File: src/rtl/skid_pkg.sv
package skid_pkg;

    // Number of beats currently held by the slice.
    typedef enum logic [1:0] {
        OCC_EMPTY = 2'd0,
        OCC_ONE   = 2'd1,
        OCC_TWO   = 2'd2
    } occ_e;

    // Occupancy after one clock, given an accept (in) and a delivery (out).
    function automatic occ_e occ_next(occ_e cur, logic acc, logic dlv);
        occ_e nxt;
        nxt = cur;
        unique case (cur)
            OCC_EMPTY: if (acc)         nxt = OCC_ONE;
            OCC_ONE:   if (acc && !dlv) nxt = OCC_TWO;
                       else if (!acc && dlv) nxt = OCC_EMPTY;
            OCC_TWO:   if (dlv)         nxt = OCC_ONE;
            default:                    nxt = OCC_EMPTY;
        endcase
        return nxt;
    endfunction

    // Upstream may push only while the spare register is free.
    function automatic logic has_room(occ_e occ);
        return occ != OCC_TWO;
    endfunction

    function automatic logic has_beat(occ_e occ);
        return occ != OCC_EMPTY;
    endfunction

endpackage

File: src/rtl/skid_ctrl.sv
module skid_ctrl
    import skid_pkg::*;
(
    input  logic clk,
    input  logic rst,
    input  logic up_valid,
    input  logic dn_ready,
    output logic up_ready,
    output logic dn_valid,
    output logic load_out_from_in,
    output logic load_out_from_spare,
    output logic load_spare
);

    occ_e occ_q;
    occ_e occ_d;
    logic ready_q;
    logic valid_q;
    logic acc;
    logic dlv;

    assign acc = up_valid & ready_q;
    assign dlv = valid_q & dn_ready;

    always_comb begin
        occ_d = occ_next(occ_q, acc, dlv);
    end

    always_ff @(posedge clk) begin
        if (rst) begin
            occ_q   <= OCC_EMPTY;
            ready_q <= 1'b1;
            valid_q <= 1'b0;
        end else begin
            occ_q   <= occ_d;
            ready_q <= has_room(occ_d);
            valid_q <= has_beat(occ_d);
        end
    end

    // Steering of the two storage registers.
    assign load_out_from_in    = acc & ((occ_q == OCC_EMPTY) | ((occ_q == OCC_ONE) & dlv));
    assign load_spare          = acc & (occ_q == OCC_ONE) & ~dlv;
    assign load_out_from_spare = dlv & (occ_q == OCC_TWO);

    assign up_ready = ready_q;
    assign dn_valid = valid_q;

    // at most one load source per clock, so no beat is written twice.
    p_single_load_r7: assert property (@(posedge clk) disable iff (rst)
        $onehot0({load_out_from_in, load_out_from_spare, load_spare}));

    // a full slice never accepts.
    p_no_accept_full_r4: assert property (@(posedge clk) disable iff (rst)
        (occ_q == OCC_TWO) |-> !acc);

endmodule

File: src/rtl/skid_store.sv
module skid_store #(
    parameter int PAYLOAD_W = 9
) (
    input  logic                 clk,
    input  logic [PAYLOAD_W-1:0] in_beat,
    input  logic                 load_out_from_in,
    input  logic                 load_out_from_spare,
    input  logic                 load_spare,
    output logic [PAYLOAD_W-1:0] out_beat
);

    logic [PAYLOAD_W-1:0] out_q;
    logic [PAYLOAD_W-1:0] spare_q;

    // Payload registers carry no reset; the valid flags qualify them.
    always_ff @(posedge clk) begin
        if (load_out_from_in)
            out_q <= in_beat;
        else if (load_out_from_spare)
            out_q <= spare_q;
    end

    always_ff @(posedge clk) begin
        if (load_spare)
            spare_q <= in_beat;
    end

    assign out_beat = out_q;

endmodule

File: src/rtl/axis_skid_slice.sv
module axis_skid_slice #(
    parameter int DATA_W = 32
) (
    input  logic              clk,
    input  logic              rst,
    input  logic              s_tvalid,
    output logic              s_tready,
    input  logic [DATA_W-1:0] s_tdata,
    input  logic              s_tlast,
    output logic              m_tvalid,
    input  logic              m_tready,
    output logic [DATA_W-1:0] m_tdata,
    output logic              m_tlast
);

    typedef struct packed {
        logic              last;
        logic [DATA_W-1:0] data;
    } beat_t;

    localparam int BEAT_W = $bits(beat_t);

    beat_t in_beat;
    beat_t out_beat;
    logic  ld_in;
    logic  ld_spare_fwd;
    logic  ld_spare;

    assign in_beat.last = s_tlast;
    assign in_beat.data = s_tdata;

    skid_ctrl u_ctrl (
        .clk                 (clk),
        .rst                 (rst),
        .up_valid            (s_tvalid),
        .dn_ready            (m_tready),
        .up_ready            (s_tready),
        .dn_valid            (m_tvalid),
        .load_out_from_in    (ld_in),
        .load_out_from_spare (ld_spare_fwd),
        .load_spare          (ld_spare)
    );

    skid_store #(.PAYLOAD_W(BEAT_W)) u_store (
        .clk                 (clk),
        .in_beat             (in_beat),
        .load_out_from_in    (ld_in),
        .load_out_from_spare (ld_spare_fwd),
        .load_spare          (ld_spare),
        .out_beat            (out_beat)
    );

    assign m_tdata = out_beat.data;
    assign m_tlast = out_beat.last;

    // an offered beat holds until taken.
    p_hold_r5: assert property (@(posedge clk) disable iff (rst)
        (m_tvalid && !m_tready) |=> (m_tvalid && $stable(m_tdata) && $stable(m_tlast)));

    // accepting into a stalled output fills the spare and closes the input.
    p_stall_capture_r3: assert property (@(posedge clk) disable iff (rst)
        (s_tvalid && s_tready && m_tvalid && !m_tready) |=> (!s_tready && m_tvalid));

    // draining a full slice reopens the input next cycle.
    p_reopen_r6: assert property (@(posedge clk) disable iff (rst)
        (!s_tready && m_tready) |=> (s_tready && m_tvalid));

    // input closed only while output holds a beat.
    p_full_valid_r4: assert property (@(posedge clk) disable iff (rst)
        !s_tready |-> m_tvalid);

    // an accepted beat is offered on the next cycle.
    p_accept_offer_r2: assert property (@(posedge clk) disable iff (rst)
        (s_tvalid && s_tready) |=> m_tvalid);

endmodule

File: config.mk
export PLATFORM = sky130hd
export DESIGN_NAME = axis_skid_slice
export DESIGN_NICKNAME = d
export VERILOG_FILES = /design/src/rtl/skid_pkg.sv /design/src/rtl/skid_ctrl.sv /design/src/rtl/skid_store.sv /design/src/rtl/axis_skid_slice.sv
export SDC_FILE = /design/constraint.sdc
export NUM_CORES = 1
export LEC_CHECK = 0
export ABC_CLOCK_PERIOD_IN_PS = 10200
export BUFFER_PORTS_ARGS = -buffer_cell sky130_fd_sc_hd__buf_2
export CAP_MARGIN = 15
export CORE_ASPECT_RATIO = 0.8
export CORE_MARGIN = 2
export CORE_UTILIZATION = 55
export CTS_BUF_LIST = sky130_fd_sc_hd__clkbuf_16
export CTS_CLUSTER_SIZE = 28
export DETAILED_ROUTE_END_ITERATION = 7
export PLACE_DENSITY = 0.87
export RECOVER_POWER = 25
export SYNTH_ARGS = -nofsm -noshare
export SYNTH_HDL_FRONTEND = slang
export SYNTH_SLANG_ARGS = --single-unit
File: constraint.sdc
create_clock -name clk -period 10.2 [get_ports clk]
set_input_delay 0.51 -clock clk [delete_from_list [all_inputs] [get_ports clk]]
set_output_delay 0.51 -clock clk [all_outputs]
set_load 0.05 [all_outputs]
==> results.yml, run 1 <==
yosys:
  ys_warn_count: 0
  ys_types: 18
  avgSynthCellArea_um2: 21.1
  synth_top_area_share: 0.764
  yosysSeqAreaShare: 0.795
  synth_area_leaders: "edfxtp_1 (76%), mux2_2 (14%), dfxtp_1 (3.1%), buf_6 (1.3%), nor3_4 (0.63%)"
  synth_area_um2: 2590
  yosys.area.top_type: "edfxtp_1"
  ys_ff_latch: 70
  synth_cells: 123
  syn_nets: 160
place:
  dpl_worst_slack_ns: 7.56
  place_congestion: 0.788
  hpwl_um: 2960
  port_buffers: 71
  dpl.cell_count: 253
detailed_routing:
  drt_iter0_drc: 77
  viasPerCell: 5.32
  drtPass1Iterations: 4
  ant_nets: 0
  wl_per_cell_um: 18.3
  drt_wl_total_um: 4910
  vias: 1426
  drc: 0
setup_path:
  critPathSlowestCell: "nor3_4"
  cp_common_cell: "buf_4"
  cp-end-kind: "register"
  crit_type: "register to register"
  crit_path_max_incr_delay_ns: 0.67
  start_kind: "register"
  cp_max_fo: 33
  crit_required_ns: 10.17
  crit_buf_inv: 2
  cp_cell_sequence: "a21boi_0 -> nor3_4 -> buf_4 -> a41o_1 -> buf_4"
  arrival_ns: 2.59
  cp_top_family: "buffers and inverters"
final_layout:
  final_core_util: 0.706
  fin_nets: 241
  final_cells: 268
  n_antenna_cell: 0
  drive_gt1_frac: 0.442
  area.growth.synth_to_final_pct: 24.3
timing:
  worst_pin_slew_ns: 0.737
  final.setup.worst_slack_ns: 7.58
  finalCriticalPeriod_ns: 2.62
  hold_viol_final: 0
  finalSetupTns_ns: 0
  fmax_mhz: 381
  rsz0062_at_grt: "no"
  setup_violations: 0
  skew_ns: 0.00672
  period_share: 0.257
  final_max_slew_viol_count: 0
  relSlewSlack: 0.507
global_route:
  grt_pass1_wl_um: 7420
  grt_max_degree: 34
  antenna_found_initial: 0
  grt_use_total: 0.204
  grt_overflow: 0
  grt_pass1_vias: 1461
floorplan:
  rows: 22
  dieArea_um2: 5290
  die_x_um: 80.8
  start_util: 0.568
  design.core.area_um2: 4570
  ios: 72
  die_h_um: 65.4
clock_tree:
  htree_levels: 3
  cts_buffer_depth: 2
  cts_tree: "yes"
  hold_buffers: 0
  cts_made_buffers: 9
  cts_sinks: 70
  cts-root-buf: "clkbuf_16"
  clock_latency_ns: 0.32
  cts_resized: 0
  cts.clk_slew.worst_paths_ns: 0.05
  post_cts_buffers: 0
min_path:
  min_path_type: "input pin to register"
run_status:
  status: "finished clean"
power:
  power.static_leakage_nw: 1.17
  peakVddDrop_v: 0.000169
  powerDensity_nw_per_um2: 231
job:
  cap_violations: 0
-- report_power, final --
part | switching, mW | internal [mW] | leakage [nW]
registers | 0.00889 | 0.348 | 0.649
logic | 0.0925 | 0.0347 | 0.387
clock network | 0.103 | 0.158 | 0.136
-- stage by stage --
step / power [mW] / instance area, µm² / hold WS, ns
2_1_floorplan: 0.459 / 2590 / 0.482
3_3_place_gp: 0.486 / 3020 / 0.528
3_5_place_dp: 0.489 / 3020 / 0.526
4_1_cts: 0.754 / 3270 / 0.365
5_1_grt: 0.770 / 3230 / 0.362
6_report: 0.745 / 3230 / 0.373
-- path summary, 6_finish.rpt --
| path | start | endpoint | slack (ns) | cells past startpoint |
|---|---|---|---|---|
| min reg2reg | u_store.spare_q[26] | u_store.out_beat[26] | 0.54 | 1 |
| max reg2reg | u_ctrl.dn_valid | u_store.out_beat[5] | 7.58 | 5 |
| min | s_tdata[7] | u_store.spare_q[7] | 0.37 | 1 |
| max | u_ctrl.dn_valid | u_store.out_beat[5] | 7.58 | 5 |
-- synthesized netlist by cell type (all sizes together) --
| master | number |
|---|---|
| nor3 | 1 |
| o21ai | 1 |
| and4b | 1 |
| a41o | 1 |
| inv | 1 |
| nand2 | 2 |
| a21oi | 1 |
| nand4 | 1 |
| clkbuf | 1 |
| buf | 3 |
| dfxtp | 4 |
| nor4bb | 1 |
| a21boi | 1 |
| nor3b | 2 |
| edfxtp | 66 |
| mux2 | 33 |
| a211o | 1 |
| a211oi | 2 |
-- registers in the layout, summed over array words and instances, names as in the netlist --
signal,count
u_ctrl.up_ready,1
u_store.out_beat,33
u_store.spare_q,33
u_ctrl.dn_valid,1
u_ctrl.occ_q,2
-- cells by family (layout without fill, tap and decap cells) --
| family | after synthesis | in the layout | synth area share |
|---|---|---|---|
| DFF | 70 | 70 | 0.795 |
| AOI/OAI and AO/OA | 7 | 7 | 0.0212 |
| muxes | 33 | 33 | 0.143 |
| buffers and inverters | 5 | 90 | 0.0159 |
| and+or+nand+nor | 8 | 8 | 0.0251 |
-- area by class of cell --
class / count / area [µm²]
well taps: 60 / 75.1
repair buffers: 74 / 343
clock buffers: 9 / 225
flip-flops and latches: 70 / 2060
inverters: 1 / 3.75
fillers: 327 / 1340
multi-input cells: 48 / 493
clock inverters: 6 / 25.0
-- cell usage in the layout, fill, tap and decap left out, drive strengths merged --
cell    count
a211o       1
a211oi      2
a21boi      1
a21oi       1
a41o        1
and4b       1
buf        46
clkbuf     37
clkinv      3
dfxtp       4
edfxtp     66
inv         4
mux2       33
nand2       2
nand4       1
nor3        1
nor3b       2
nor4bb      1
o21ai       1
-- metal layers --
metal / track usage / share of wire
met5: 0 / 0
met3: 0.109 / 0.081
met2: 0.315 / 0.47
met1: 0.250 / 0.43
met4: 0.0657 / 0.021
Note: power is estimated with default switching activity, not from simulation.
==> inputs of run 2 (changes only) <==
ABC_AREA = 1   (was default)
ABC_CLOCK_PERIOD_IN_PS = 2400   (was 10200)
CORE_UTILIZATION = 46   (was 55)
PLACE_DENSITY = 0.78   (was 0.87)
clock period = 2.4 ns   (was 10.2 ns; I/O delays follow)
==> run 2 against run 1 <==
Against the previous run: critical endpoint is now u_store.out_beat[17]; sequential power increased to 4.2 times the previous value; die area rose by 21%; clock skew is 0.0023 ns lower; critical path type unchanged; non-clock buffer count up 33; first-iteration DRC count grew 92%; largest power group unchanged; clock power rose to 5.3 times the previous value; final cell count rose by 46%; design area grew 13%; clock-buffer cell count did not move.
==> results.yml, run 2 <==
timing:
  final_max_slew_viol_count: 0
  hold_viol_final: 0
  relSlewSlack: 0.598
  fmax_mhz: 520
  period_share: 0.801
  skew_ns: 0.00438
  setup_violations: 0
  finalCriticalPeriod_ns: 1.92
  finalSetupTns_ns: 0
  worst_pin_slew_ns: 0.605
  rsz0062_at_grt: "no"
yosys:
  ys_warn_count: 0
  yosysSeqAreaShare: 0.776
  synth-async-reset-ratio: 0
  synth_cells: 199
  avgSynthCellArea_um2: 13.4
  synth_area_leaders: "edfxtp_1 (75%), nand2_1 (10%), nand3_1 (7.0%), dfxtp_1 (3.0%), buf_4 (1.7%)"
  synth_area_um2: 2660
  yosysMostFrequentCell: "nand2_1"
  ys_ff_latch: 70
  syn_nets: 236
  synth_top_area_share: 0.746
  ys_types: 12
  synth_flop_cell: "edfxtp_1"
  synth_edf_count: 66
  yosys.area.top_type: "edfxtp_1"
  synth_commonest_cells: "nand2_1 (73), edfxtp_1 (66), nand3_1 (37), buf_4 (6), inv_1 (5)"
final_layout:
  area.growth.synth_to_final_pct: 37.6
  fill_cells: 450
  multi_input_area_um2: 498
  final_cell_mix: "nand2_1 (73), edfxtp_1 (66), nand3_1 (37), clkbuf_1 (37), buf_2 (34)"
  drive_gt1_frac: 0.185
  register_area_um2: 2060
  fin_area_um2: 3660
  n_antenna_cell: 0
  final_common_cell: "nand2_1"
  fin_nets: 345
clock_tree:
  cts.clk_slew.worst_paths_ns: 0.05
  cts_sinks: 70
  clock_latency_ns: 0.32
  cts-root-buf: "clkbuf_16"
  post_cts_buffers: 0
  cts_tree: "yes"
  cts_made_buffers: 9
  htree_levels: 3
  cts_buffer_depth: 2
floorplan:
  die_h_um: 72.0
  dieArea_um2: 6410
  rows: 24
  design.core.area_um2: 5530
  ios: 72
  die_x_um: 89.0
  start_util: 0.481
place:
  placed_area_um2: 3070
  place_congestion: 0.720
  hpwl_um: 3120
  port_buffers: 71
detailed_routing:
  drtPass1Iterations: 4
  ant_nets: 0
  drt_wl_total_um: 5220
  vias: 1804
  drc: 0
  drt_iter0_drc: 148
  wl_per_cell_um: 13.3
  viasPerCell: 4.61
job:
  cap_violations: 0
setup_path:
  cp_cell_sequence: "nand2_1 -> nor2_4 -> nand2_4 -> nand2_1 -> buf_4"
  crit_path_max_incr_delay_ns: 0.39
  start_kind: "register"
  cp_top_family: "simple AND/OR/NAND/NOR gates"
  critPathSlowestCell: "nor2_4"
  arrival_ns: 1.93
  crit_required_ns: 2.41
  crit_buf_inv: 1
  cp_common_cell: "nand2_1"
  crit_type: "register to register"
  cp-end-kind: "register"
  cp_max_fo: 35
global_route:
  grt_overflow: 0
  grt_pass1_vias: 1695
  grt_use_total: 0.178
  use_met3: 0.0694
  antenna_found_initial: 0
  met2_usage: 0.281
  grt_pass1_wl_um: 8250
  use_met1: 0.225
  grt_max_degree: 36
  busiest_layer: "met2"
power:
  power.static_leakage_nw: 1.51
  powerDensity_nw_per_um2: 963
  peakVddDrop_v: 0.000584
  power_mw: 3.52
run_status:
  status: "finished clean"
min_path:
  min_path_type: "input pin to register"
run 2: cell types whose count changed after synthesis, sizes merged, moves of 2 or more:
cell    change
nand3      +37
nor2        +2
nor3b       -2
inv         +4
buf         +6
nand2      +73
a211oi      -2
mux2       -33
run 2: cell families (layout without fill, tap and decap cells):
logic type / after synthesis / in the layout / synth area share
buffers and inverters: 14 / 128 / 0.0367
flip-flops: 70 / 70 / 0.776
AND/OR/NAND/NOR: 115 / 115 / 0.187
run 2: repair_timing:
| item | CTS | global route |
|---|---|---|
| hold buffers | 31 | 0 |
| endpoints found under the hold margin | 31 | 0 |
| resized for setup | 0 | 0 |
run 2: final timing paths:
| kind | from | end | slack [ns] | cells past startpoint |
|---|---|---|---|---|
| worst min register to register | u_store.spare_q[5] | u_store.out_beat[5] | 0.50 | 2 |
| worst max-delay path | u_ctrl.up_ready | u_store.out_beat[17] | 0.48 | 5 |
| worst max register to register | u_ctrl.up_ready | u_store.out_beat[17] | 0.48 | 5 |
| worst min-delay path | rst | u_ctrl.up_ready | 0.05 | 3 |
run 2: stage by stage:
| step | setup slack, ns | utilization | cells | hold slack (ns) |
|---|---|---|---|---|
| final | 0.477 | 0.662 | 391 | 0.0483 |
| after global routing | 0.325 | 0.662 | 391 | 0.0509 |
| after CTS | 0.468 | 0.670 | 391 | 0.00128 |
| after detailed placement | 0.476 | 0.555 | 344 | 0.315 |
| after global placement | 0.537 | 0.555 | 344 | 0.314 |
| after floorplan | 0.0355 | - | 199 | 0.219 |
run 2: area by class of cell:
cell class / instances / share of cell area
Clock buffer: 9 / 0.0616
Clock inverter: 7 / 0.0270
Inverter: 5 / 0.00513
Multi-Input combinational cell: 115 / 0.136
Sequential cell: 70 / 0.564
Tap cell: 78 / 0.0267
Timing Repair Buffer: 107 / 0.180
run 2: layer usage:
metal / routed length, µm / part of all wire
met5: 0 / 0
met4: 25 / 0.0048
met3: 318 / 0.061
met2: 2680 / 0.51
met1: 2190 / 0.42
run 2: where the power goes:
group | internal, mW | switching (mW)
Combinational | 0.149 | 0.471
Clock | 0.911 | 0.483
Sequential | 1.48 | 0.0304
Total | 2.54 | 0.984
run 2: worst register-to-register path, stage by stage, from the launching register on:
cell and delay [ns]:
dfxtp_1 0.33, nand2_1 0.10, nor2_4 0.39, nand2_4 0.34, nand2_1 0.17, buf_4 0.27
==> inputs of run 3 (changes only) <==
ABC_CLOCK_PERIOD_IN_PS = 2000   (was 2400)
CORE_UTILIZATION = 51   (was 46)
PLACE_DENSITY = 0.82   (was 0.78)
clock period = 2 ns   (was 2.4 ns; I/O delays follow)
==> run 3 against run 2 <==
Against the previous run: final cell count fell by 3.8%; clock skew rose by 0.0023 ns; register-to-register slack got worse by 0.19 ns; combinational power rose by 22%; design area fell by 1.6%; worst setup slack got worse by 0.19 ns; die area fell by 9.3%; fmax rose by 13%; wire length rose by 4.6%; flip-flop and latch count did not move; largest cell class unchanged.
==> results.yml, run 3 (synthesized netlist as in run 2, its figures left out) <==
run_status:
  status: "finished clean"
floorplan:
  die_h_um: 68.6
  dieArea_um2: 5810
  ios: 72
  design.core.area_um2: 5010
  die_x_um: 84.7
  rows: 23
  start_util: 0.531
setup_path:
  crit_path_max_incr_delay_ns: 0.34
  cp_top_family: "buffers and inverters"
  r2r_setup_slack_ns: 0.29
  critPathSlowestCell: "clkinvlp_4"
  cp_cell_sequence: "nand2_1 -> nor2_4 -> nand3_1 -> clkinvlp_4 -> buf_12"
  rr_endpoint: "u_store.spare_q[14]"
  arrival_ns: 1.73
  cp-end-kind: "register"
  crit_required_ns: 2.02
  start_kind: "register"
  rr_worst_depth: 5
  crit_buf_inv: 2
  regToRegStartpoint: "u_ctrl.up_ready"
  crit_type: "register to register"
  cp_max_fo: 18
  cp.depth: 5
timing:
  period_share: 0.854
  worst_pin_slew_ns: 0.605
  fmax_mhz: 585
  finalSetupTns_ns: 0
  setup_violations: 0
  rsz0062_at_grt: "no"
  final.setup.worst_slack_ns: 0.291
  final_max_slew_viol_count: 0
  skew_ns: 0.00668
  hold_viol_final: 0
  finalCriticalPeriod_ns: 1.71
  relSlewSlack: 0.598
power:
  powerDensity_nw_per_um2: 1080
  peakVddDrop_v: 0.000827
  power_mw: 3.89
  power.static_leakage_nw: 1.49
global_route:
  grt_max_degree: 34
  grt_use_total: 0.204
  antenna_found_initial: 0
  grt_pass1_vias: 1838
  grt_pass1_wl_um: 8650
  grt_overflow: 0
detailed_routing:
  drc: 0
  drt_wl_total_um: 5460
  drt_iter0_drc: 138
  viasPerCell: 5.05
  drtPass1Iterations: 6
  vias: 1899
  ant_nets: 0
  wl_per_cell_um: 14.5
place:
  dpl_worst_slack_ns: 0.321
  dpl.cell_count: 327
  place_congestion: 0.796
  port_buffers: 71
  hpwl_um: 3180
  placed_area_um2: 3070
job:
  cap_violations: 0
final_layout:
  drive_gt1_frac: 0.162
  final_cells: 376
  multi_input_area_um2: 505
  register_area_um2: 2060
  fin_area_um2: 3600
  area.growth.synth_to_final_pct: 35.5
  n_antenna_cell: 0
  fill_cells: 374
  fin_nets: 346
  final_cell_mix: "nand2_1 (72), edfxtp_1 (66), clkbuf_1 (39)"
  final_common_cell: "nand2_1"
clock_tree:
  cts-root-buf: "clkbuf_16"
  clock_latency_ns: 0.32
  cts_sinks: 70
  cts_tree: "yes"
  htree_levels: 3
  cts_made_buffers: 9
  cts_buffer_depth: 2
  cts.clk_slew.worst_paths_ns: 0.05
  post_cts_buffers: 0
min_path:
  hold_path_startpoint: "rst"
  min_path_type: "input pin to register"
  hold_path_depth: 3
  worstHoldEndpoint: "u_ctrl.up_ready"
run 3: changes by cell type in the layout (fill, tap and decap cells not counted), moves of 2 or more:
cell and delta:
bufinv_16 -2, clkbuf_1 +2, dlygate4sd3_1 +2, buf_2 -2, clkinv_4 -3, buf_4 -2, inv_1 +4
run 3: cell type report:
cell class / instances / area share
clock inverters: 7 / 0.00765
well taps: 62 / 0.0216
inverters: 5 / 0.00626
clock buffers: 9 / 0.0626
flip-flops and latches: 70 / 0.573
multi-input cells: 115 / 0.140
repair buffers: 108 / 0.189
run 3: worst register-to-register path, stage by stage, from the launching register on:
cell and delay (ns):
dfxtp_1 0.33, nand2_1 0.11, nor2_4 0.23, nand3_1 0.19, clkinvlp_4 0.34, buf_12 0.21
run 3: worst max path at each step:
| stage | start | end | slack [ns] |
|---|---|---|---|
| 3_3_place_gp | u_ctrl.up_ready | u_store.spare_q[22] | 0.41 |
| 6_report | u_ctrl.up_ready | u_store.spare_q[14] | 0.29 |
| 2_1_floorplan | u_ctrl.up_ready | u_store.spare_q[0] | 0.08 |
| 5_1_grt | u_ctrl.up_ready | u_store.spare_q[15] | 0.17 |
| 4_1_cts | u_ctrl.up_ready | u_store.spare_q[15] | 0.29 |
| 3_5_place_dp | u_ctrl.up_ready | u_store.spare_q[1] | 0.32 |
run 3: metal layers:
metal | routed length (µm) | global-route usage | vias up
met5 | 0 | 0 | -
met4 | 46 | 0.0794 | 0
met3 | 398 | 0.0762 | 6
met2 | 2820 | 0.345 | 90
met1 | 2190 | 0.243 | 887
li1 | - | - | 916
run 3: per-stage QoR:
step                hold slack, ns   util
floorplan                    0.199      -
global route                0.0709  0.719
CTS                         0.0145  0.729
finish                      0.0291  0.719
detailed placement           0.294  0.612
global placement             0.293  0.612
run 3: timing repair:
action	CTS	global route
gates resized for setup	0	0
endpoints found under the hold margin	33	0
hold buffers	33	0
run 3: report_power, final:
part | switching, mW | internal, mW | leakage, nW
sequential | 0.0386 | 1.78 | 0.653
clock | 0.513 | 0.807 | 0.143
combinational | 0.574 | 0.181 | 0.692
total | 1.13 | 2.77 | 1.49
